## config.mk

```make
export PLATFORM = sky130hd
export DESIGN_NAME = abort_map_tracker
export DESIGN_NICKNAME = d
export VERILOG_FILES = /design/src/rtl/amt_pkg.sv /design/src/rtl/amt_nack_decode.sv /design/src/rtl/amt_map_reg.sv /design/src/rtl/amt_commit_ctrl.sv /design/src/rtl/amt_stall_ctrl.sv /design/src/rtl/abort_map_tracker.sv
export SDC_FILE = /design/constraint.sdc
export NUM_CORES = 1
export LEC_CHECK = 0
export BUFFER_PORTS_ARGS = -buffer_cell sky130_fd_sc_hd__buf_2
export CORE_UTILIZATION = 40
export CTS_CLUSTER_SIZE = 24
export DETAILED_ROUTE_END_ITERATION = 10
export HOLD_SLACK_MARGIN = 0.06
export MAX_ROUTING_LAYER = met4
export PLACE_DENSITY = 0.64
export SYNTH_ARGS = -nofsm -noshare
export SYNTH_HDL_FRONTEND = slang
export SYNTH_SLANG_ARGS = --single-unit
export TNS_END_PERCENT = 20
```

## constraint.sdc

```tcl
create_clock -name clk -period 2.2 [get_ports clk]
set_clock_uncertainty 0.2 [all_clocks]
set_input_delay 0.66 -clock clk [delete_from_list [all_inputs] [get_ports clk]]
set_output_delay 0.66 -clock clk [all_outputs]
set_load 0.02 [all_outputs]
```

## src/rtl/amt_pkg.sv

```systemverilog
package amt_pkg;
  typedef enum logic {
    CM_IDLE = 1'b0,
    CM_SEND = 1'b1
  } cm_state_e;
endpackage

```

## src/rtl/amt_nack_decode.sv

```systemverilog
module amt_nack_decode #(
  parameter int NUM_CORES = 16,
  parameter int IDX_W     = 4
) (
  input  logic                 nack_valid,
  input  logic                 nack_eager,
  input  logic [IDX_W-1:0]     nack_core,
  output logic [NUM_CORES-1:0] set_vec
);
  logic hit_en;
  assign hit_en = nack_valid & nack_eager;

  // one comparator per core; indexes past the last core match nothing
  for (genvar i = 0; i < NUM_CORES; i++) begin : g_dec
    assign set_vec[i] = hit_en & (nack_core == IDX_W'(i));
  end
endmodule

```

## src/rtl/amt_map_reg.sv

```systemverilog
module amt_map_reg #(
  parameter int NUM_CORES = 16
) (
  input  logic                 clk,
  input  logic                 rst,
  input  logic [NUM_CORES-1:0] set_vec,
  input  logic [NUM_CORES-1:0] clr_vec,
  output logic [NUM_CORES-1:0] live_map
);
  logic [NUM_CORES-1:0] map_q;

  // new NACKs are visible to the commit logic in the cycle they arrive
  assign live_map = map_q | set_vec;

  always_ff @(posedge clk) begin
    if (rst) map_q <= '0;
    else     map_q <= (map_q & ~clr_vec) | set_vec;
  end
endmodule

```

## src/rtl/amt_commit_ctrl.sv

```systemverilog
module amt_commit_ctrl
  import amt_pkg::*;
#(
  parameter int NUM_CORES = 16
) (
  input  logic                 clk,
  input  logic                 rst,
  input  logic                 commit_req,
  input  logic                 stalled,
  input  logic [NUM_CORES-1:0] live_map,
  input  logic                 rsm_ready,
  output logic                 rsm_valid,
  output logic [NUM_CORES-1:0] rsm_map,
  output logic                 commit_done,
  output logic [NUM_CORES-1:0] clr_vec
);
  cm_state_e            state_q;
  logic [NUM_CORES-1:0] pay_q;
  logic                 done_q;
  logic                 accept;
  logic                 handshake;
  logic                 live_any;

  assign live_any  = |live_map;
  assign accept    = (state_q == CM_IDLE) & commit_req & ~done_q & ~stalled;
  assign handshake = (state_q == CM_SEND) & rsm_ready;
  assign clr_vec   = handshake ? pay_q : '0;

  always_ff @(posedge clk) begin
    if (rst) begin
      state_q <= CM_IDLE;
      pay_q   <= '0;
      done_q  <= 1'b0;
    end else begin
      done_q <= 1'b0;
      unique case (state_q)
        CM_IDLE: begin
          if (accept) begin
            if (live_any) begin
              pay_q   <= live_map;
              state_q <= CM_SEND;
            end else begin
              done_q  <= 1'b1;
            end
          end
        end
        CM_SEND: begin
          if (rsm_ready) begin
            state_q <= CM_IDLE;
            done_q  <= 1'b1;
          end
        end
        default: state_q <= CM_IDLE;
      endcase
    end
  end

  assign rsm_valid   = (state_q == CM_SEND);
  assign rsm_map     = pay_q;
  assign commit_done = done_q;
endmodule

```

## src/rtl/amt_stall_ctrl.sv

```systemverilog
module amt_stall_ctrl (
  input  logic clk,
  input  logic rst,
  input  logic self_abort,
  input  logic resume_in,
  output logic stalled
);
  logic stall_q;

  always_ff @(posedge clk) begin
    if (rst)             stall_q <= 1'b0;
    else if (self_abort) stall_q <= 1'b1;
    else if (resume_in)  stall_q <= 1'b0;
  end

  assign stalled = stall_q;
endmodule

```

## src/rtl/abort_map_tracker.sv

```systemverilog
module abort_map_tracker #(
  parameter  int NUM_CORES = 16,
  localparam int IDX_W     = (NUM_CORES > 1) ? $clog2(NUM_CORES) : 1
) (
  input  logic                 clk,
  input  logic                 rst,
  input  logic                 nack_valid,
  input  logic                 nack_eager,
  input  logic [IDX_W-1:0]     nack_core,
  input  logic                 self_abort,
  input  logic                 resume_in,
  input  logic                 commit_req,
  input  logic                 rsm_ready,
  output logic                 rsm_valid,
  output logic [NUM_CORES-1:0] rsm_map,
  output logic                 commit_done,
  output logic                 stalled
);
  logic [NUM_CORES-1:0] set_vec;
  logic [NUM_CORES-1:0] clr_vec;
  logic [NUM_CORES-1:0] live_map;

  amt_nack_decode #(.NUM_CORES(NUM_CORES), .IDX_W(IDX_W)) u_dec (
    .nack_valid (nack_valid),
    .nack_eager (nack_eager),
    .nack_core  (nack_core),
    .set_vec    (set_vec)
  );

  amt_map_reg #(.NUM_CORES(NUM_CORES)) u_map (
    .clk      (clk),
    .rst      (rst),
    .set_vec  (set_vec),
    .clr_vec  (clr_vec),
    .live_map (live_map)
  );

  amt_stall_ctrl u_stall (
    .clk        (clk),
    .rst        (rst),
    .self_abort (self_abort),
    .resume_in  (resume_in),
    .stalled    (stalled)
  );

  amt_commit_ctrl #(.NUM_CORES(NUM_CORES)) u_cmt (
    .clk         (clk),
    .rst         (rst),
    .commit_req  (commit_req),
    .stalled     (stalled),
    .live_map    (live_map),
    .rsm_ready   (rsm_ready),
    .rsm_valid   (rsm_valid),
    .rsm_map     (rsm_map),
    .commit_done (commit_done),
    .clr_vec     (clr_vec)
  );
endmodule

```

==> impl_results.md, run 1 <==
* DR vias at 1297
* Clk_lat worst skew at 0.29 ns
* RSZ-0062 raised after global routing: no
* Post-synthesis cell type count at 27
* Fin util at 0.514
* Clock sink count at 35
* Final period utilization at 0.804
* Synthesized area at 0.00151 sq mm
* GRT busiest layer: met2
* Pin count of the biggest net entering global routing at 18
* Wire per inst at 14.7 um
* Arrival @ worst endpoint at 1.79 ns
* Port Buf Inserts at 30
* Worst min-delay path class: flip-flop to flip-flop
* Most frequent cells in the layout: 35 x dfxtp_1, 30 x buf_2, 25 x nor2_1, 20 x nand2_1, 14 x a21oi_1
* Total power at 1.24 mW
* DR iter-0 viols at 53
* GPL Wtd Cong at 0.852
* Filler cells at 361
* Status: finished clean
* Fmax at 566 MHz
* YS warnings at 0
* GRT overflow at 0
* Critical setup path kind: flip-flop to flip-flop
* CTS Buf Count at 5
* Final ANT Viol Nets at 0
* Syn Nets at 167
* Maximum clock insertion buffer count at 2
* Vias/cell at 5.47
* Hold_buf cts at 0
* Clk pin slew, worst setup/hold paths at 0.07 ns
* Initial antenna violation count at 0
* M2 GR Usage at 0.306
* Number of global-route vias before repair at between 1000 and 1500
* Number of synthesized register bits at 35
* CP Capture Type: flip-flop
* Avg Inst Size Synth at 9.73 sq um
* LEAKAGE at 0.680 nW
* Die height at 63.4 um
* Final hold vios at 0
* Antenna Cells at 0
* Setup violators final at 0
* Met1 Resource Use GR at 0.239
* Worst vdd ir at 332 uV
* HPWL Detailed at 2400 um
* Post-route minimum period at 1.77 ns
* Clock Root Buffer: clkbuf_8
* Routed wire length at 3490 um
* Slew headroom at 0.732
* Final setup TNS at 0 ns
* H-tree depth at 2
* Initial core utilization at 0.435
* CTS resizes at 0
* Core Footprint at 0.00347 sq mm
* Gr usage total at 0.199
* Actual slew at the worst max-slew pin at 0.402 ns
* Grt met3 use at 0.0652
* Register area at 701 sq um
* Die X at 63.4 um
* P&R area growth vs syn at 18.3%
* First-pass GRT wire length at around 6000 um
* Max Cap Violations at 0
* Post-CTS setup buffer count at 0
* Startpoint Class: flip-flop
* CTS tree: yes
* Die ar. at 0.00402 sq mm
* Number of detailed-route iterations in the first pass at 4
* Footprint of the multi-input gates at 741 sq um
* Fin. max-slew vios at 0
* IO Count at 31
* Commonest non-fill, non-tap cell in the layout: dfxtp_1
* PwrDens at between 600 and 700 mW/mm^2
* Post-route DRC at 0
* Syn Inst Count at 155
* Register area share after synthesis at 0.465
* Worst EP required at 2.22 ns
* Share of cells above drive strength 1 at 0.309
* Final net count at 202
* Crit-path max FO at 16
* Cell row count at 21
-- flip-flops by register name, summed over array words and instances, names as in the netlist --
register	cells
u_cmt.rsm_map	16
u_cmt.rsm_valid	1
u_map.map_q	16
u_cmt.commit_done	1
u_stall.stalled	1
-- Yosys cell counts (all sizes together) --
master   number  area (sq um)
a21oi        14          70.1
a22oi         9          67.6
a31o          1          17.5
a31oi         3          18.8
a32o          1          10.0
a32oi         3          26.3
and2          1          6.26
and3          1          6.26
buf           3          30.0
clkbuf        5          28.8
dfxtp        35           701
inv           2          7.51
nand2        20          75.1
nand4         1          6.26
nor2         26           105
nor2b         3          18.8
nor3          2          10.0
nor3b         3          32.5
nor4          2          12.5
nor4b         1          23.8
o2bb2ai      17           211
or4           2          22.5
-- area by class of cell --
cell class              count  area share
inverters                   2     0.00421
multi-input cells         110       0.415
clock buffers               7      0.0428
repair buffers             36       0.109
clock inverters             1     0.00281
flip-flops and latches     35       0.393
well taps                  46      0.0323
-- power by group --
group	internal [mW]	total, mW	switching [mW]
clock network	0.222	0.445	0.223
registers	0.646	0.658	0.0118
logic	0.0495	0.138	0.0888
total	0.917	1.24	0.324
-- per-stage QoR --
stage / area (sq um) / std cells / worst slack [ns] / hold WS (ns)
after global placement: 1700 / 229 / 0.296 / 0.267
after detailed placement: 1700 / 229 / 0.271 / 0.277
after global routing: 1780 / 237 / 0.359 / 0.303
after CTS: 1780 / 237 / 0.422 / 0.289
after floorplan: 1510 / 155 / 0.433 / 0.276
final: 1780 / 237 / 0.432 / 0.283
-- worst max-delay path, cell delays in order (launching register included) --
cell	delay, ns
dfxtp_1	0.33
or4_4	0.55
nor2_4	0.13
a31o_4	0.33
o2bb2ai_1	0.16
-- final timing paths --
kind | start | end | slack (ns) | depth (start not counted)
worst min register to register | u_cmt.rsm_map[15] | u_cmt.rsm_map[15] | 0.28 | 1
worst min-delay path | u_cmt.rsm_map[15] | u_cmt.rsm_map[15] | 0.28 | 1
worst max register to register | u_map.map_q[13] | u_cmt.rsm_map[8] | 0.43 | 4
worst max-delay path | u_map.map_q[13] | u_cmt.rsm_map[8] | 0.43 | 4
-- metal layers --
layer | vias to the layer above | share of wire
li1 | 638 | -
met1 | 606 | 0.46
met2 | 44 | 0.46
met3 | 9 | 0.064
met4 | 0 | 0.016
met5 | - | 0
-- cells by family after synthesis --
family,after synthesis,share of synthesized area
AND/OR/NAND/NOR,62,0.212
AO/OA/AOI/OAI,48,0.280
flip-flops,35,0.465
buffers and inverters,10,0.0440
(Power assumes the default switching activity.)
==> run 2, diff against run 1 <==
--- a/config.mk
+++ b/config.mk
@@ -5,13 +5,14 @@
 export SDC_FILE = /design/constraint.sdc
 export NUM_CORES = 1
 export LEC_CHECK = 0
+export ABC_AREA = 1
 export BUFFER_PORTS_ARGS = -buffer_cell sky130_fd_sc_hd__buf_2
 export CORE_UTILIZATION = 40
 export CTS_CLUSTER_SIZE = 24
 export DETAILED_ROUTE_END_ITERATION = 10
 export HOLD_SLACK_MARGIN = 0.06
 export MAX_ROUTING_LAYER = met4
-export PLACE_DENSITY = 0.64
+export PLACE_DENSITY = 0.66
 export SYNTH_ARGS = -nofsm -noshare
 export SYNTH_HDL_FRONTEND = slang
 export SYNTH_SLANG_ARGS = --single-unit
==> constraint.sdc (replaced) <==
create_clock -name clk -period 1.61 [get_ports clk]
set_clock_uncertainty 0.2 [all_clocks]
set_input_delay 0.483 -clock clk [delete_from_list [all_inputs] [get_ports clk]]
set_output_delay 0.483 -clock clk [all_outputs]
set_load 0.02 [all_outputs]
==> run 2 against run 1 <==
  * The flow now finishes with violations (setup timing)
  * Clock power grew 79%
  * Combinational power grew to 5.7 times the previous value
  * First-iteration DRC count increased by 5.7%
  * Setup slack got worse by 0.59 ns
  * Via count grew 44%
  * Core utilization rose by 20 points
  * Die area rose by 14%
  * Non-clock buffer count grew 53
  * Register-to-register slack worse by 0.40 ns
  * Critical path depth rose by 8
  * Highest routed layer unchanged
  * Critical endpoint is now u_cmt.rsm_map[9]
  * Synthesized cell count grew 52%
==> impl_results.md, run 2 <==
* Avg Inst Size Synth at 7.33 sq um
* Initial core utilization at 0.423
* Combinational power share at 0.308
* Slew headroom at 0.825
* Wire per inst at 13.3 um
* Routed wire length at 4960 um
* RSZ-0062 raised after global routing: yes
* Clk pin slew, worst setup/hold paths at 0.07 ns
* PwrDens at about 880 mW/mm^2
* Final period utilization at 1.10
* P&R area growth vs syn at 68.8%
* Critical setup path kind: input pin to flip-flop
* Yosys top cell by area: dfxtp_1
* Crit path largest cell delay at about 0.17 ns
* Clk_lat worst skew at 0.29 ns
* GPL Wtd Cong at 0.763
* Reg2reg path depth at 9
* Placed inst area at 0.00230 sq mm
* Worst path slowest cell: buf_8
* Setup violators final at 20
* Most frequent cells in the layout: 50 x buf_4, 38 x inv_1, 34 x dfxtp_1, 25 x nand2_2, 24 x buf_2
* Startpoint Class: input pin
* Port Buf Inserts at 30
* Critical Path, Cell by Cell: buf_8 > nand2_8 > nor2_4 > nand2_2 > nand2_2 > nor2_2 > nand2_2 > nor2_4 > nand2_4 > buf_8 > a21oi_2 > nor2_1
* HPWL Detailed at 2850 um
* Clock power share at 0.311
* Number of synthesized register bits at 35
* Design area at 0.00292 sq mm
* Core Footprint at slightly above 0.004 sq mm
* Clock sink count at 35
* DR vias at about 1900
* Status: complete, but fails checks
* CTS tree: yes
* Final net count at 335
* Final cell count without fillers at 374
* Clock Root Buffer: clkbuf_8
* Actual slew at the worst max-slew pin at around 0.26 ns
* Min-delay src: self_abort
* Fin. max-slew vios at 0
* Internal power at 1.74 mW
* Final hold vios at 0
* IO Count at 31
* Arrival @ worst endpoint at 1.75 ns
* Setup slack, reg-to-reg at 0.03 ns
* Final worst-path setup slack at -0.157 ns
* Number of flops mapped to enable cells by yosys at 0
* Number of detailed-route iterations in the first pass at 4
* Maximum clock insertion buffer count at 2
* CP endpoint: u_cmt.rsm_map[9]
* LEAKAGE at between 1 and 1.5 nW
* Worst setup path start: nack_valid
* Post-synth top area share at 0.405
* Post-synth top flop: dfxtp_1
* CTS Buf Count at 5
* Placed Instances at between 300 and 400
* First-pass GRT wire length at 7690 um
* Most frequent cell after synthesis: nand2_1
* Synth async-reset ratio at 0
* Worst min-delay path class: input pin to flip-flop
* Hold_buf cts at 0
* Pin count of the biggest net entering global routing at 33
* Final ANT Viol Nets at 0
* Worst path top cell family by delay: simple AND/OR/NAND/NOR gates
* Post-synthesis cell type count at 17
* CP Capture Type: flip-flop
* YS warnings at 0
* Crit-path max FO at 7
* Number of global-route vias before repair at 1672
* Post-route minimum period at 1.77 ns
* Reg-to-reg startpoint: u_map.map_q[11]
* Filler cells at 311
* GRT overflow at 0
* H-tree depth at 2
* Commonest cells in the netlist: 47 x nand2_1, 41 x inv_1, 35 x dfxtp_1
* DR iter-0 viols at 56
* Cell row count at 23
* Share of cells above drive strength 1 at 0.590
* Synth area leaders: dfxtp_1 40%, nand2_1 10%, inv_1 8.9%
* Gr usage total at 0.232
* Vias/cell at 4.98
* Die height at 67.8 um
* Seq pwr share at 0.381
* Initial antenna violation count at 0
* Syn Nets at 248
* Register area share after synthesis at 0.405
* Worst R2R End: u_cmt.rsm_map[9]
* Commonest non-fill, non-tap cell in the layout: buf_4
* Die ar. at ~0.0046 sq mm
* Worst vdd ir at 747 uV
* NetSw at 0.819 mW
* WP depth at 12
* Post-route DRC at 0
* Antenna Cells at 0
* Die X at 67.8 um
* CP Buf/Inv Count at 2
* Syn Inst Count at 236
* Switching share of total power at 0.320
* Fmax at 566 MHz
* Max Cap Violations at 0
* Worst EP required at 1.60 ns
* Failing checks: setup timing
* Critical Path Most Common Cell: nand2_2
* Synthesized area at 0.00173 sq mm
==> run 2: cell types whose count changed after synthesis, moves of 4 or more <==
cell       delta
inv_1        +39
nand2_1      +27
a311oi_1     +16
nand3_2      +14
nand3_1      +12
o2bb2ai_2    -10
a22oi_1       -9
o2bb2ai_1     -7
nor2_2        +6
a21oi_1       +5
nor2_1        +4
==> run 2: repair_timing <==
action / 4_1_cts / 5_1_grt
cloned: 2 / 0
pin swaps: 19 / 29
buffers inserted: 14 / 10
endpoints found under the setup margin: 17 / 21
gates resized for setup: 38 / 47
==> run 2: how the worst min path moves through the flow <==
| stage | depth (start not counted) | endpoint | slack [ns] |
|---|---|---|---|
| 2_1_floorplan | 4 | u_map.map_q[8] | 0.31 |
| 3_3_place_gp | 1 | u_map.map_q[0] | 0.29 |
| 3_5_place_dp | 1 | u_map.map_q[12] | 0.29 |
| 4_1_cts | 3 | u_stall.stalled | 0.20 |
| 5_1_grt | 3 | u_stall.stalled | 0.19 |
| 6_report | 3 | u_stall.stalled | 0.21 |
==> run 2: layout make-up <==
| cell class | instances | area, sq um | area share |
|---|---|---|---|
| Sequential cell | 35 | 702 | 0.240 |
| Timing Repair Buffer | 89 | 743 | 0.254 |
| Multi-Input combinational cell | 148 | 1120 | 0.383 |
| Inverter | 43 | 176 | 0.0604 |
| Tap cell | 50 | 62.6 | 0.0214 |
| Clock inverter | 3 | 43.8 | 0.0150 |
| Clock buffer | 5 | 68.8 | 0.0236 |
| Timing Repair inverter | 1 | 6.26 | 0.00214 |
==> run 2: tightest hold or removal path, delay by kind of cell <==
| family | cells | cell delay [ns] |
|---|---|---|
| compound gates | 1 | 0.03 |
| buf+inv | 1 | 0.08 |
| simple gates | 1 | 0.07 |
==> run 2: power by group through the flow <==
stage          Combinational (mW)  Sequential [mW]  Clock [mW]
2_1_floorplan               0.368             1.05           0
3_3_place_gp                0.606            0.992           0
3_5_place_dp                0.614            0.992           0
4_1_cts                     0.718            0.972       0.813
5_1_grt                     0.845            0.982       0.862
6_report                    0.787            0.975       0.797
==> run 2: layer usage <==
metal  up-vias  track usage  share of wire
li1        937            -              -
met1       872        0.299           0.44
met2        43        0.363           0.50
met3        10       0.0507          0.047
met4         0       0.0703          0.017
met5         -            -              0
==> run 2: kinds of logic (layout without fill, tap and decap cells) <==
group / after synthesis / count (layout) / synth area share
AND/OR/NAND/NOR: 113 / 113 / 0.327
flip-flops: 35 / 35 / 0.405
AO/OA/AOI/OAI: 35 / 35 / 0.136
buffers and inverters: 53 / 141 / 0.132
==> run 2: per-stage QoR <==
step | utilization | setup WS (ns) | hold slack [ns] | total power, mW | TNS [ns]
6_report | 0.715 | -0.157 | 0.206 | 2.56 | -2.47
2_1_floorplan | - | -0.131 | 0.313 | 1.42 | -2.22
3_5_place_dp | 0.564 | -0.472 | 0.292 | 1.61 | -8.59
4_1_cts | 0.659 | -0.133 | 0.196 | 2.50 | -1.95
5_1_grt | 0.715 | -0.205 | 0.191 | 2.69 | -3.54
3_3_place_gp | 0.564 | -0.451 | 0.289 | 1.60 | -8.13
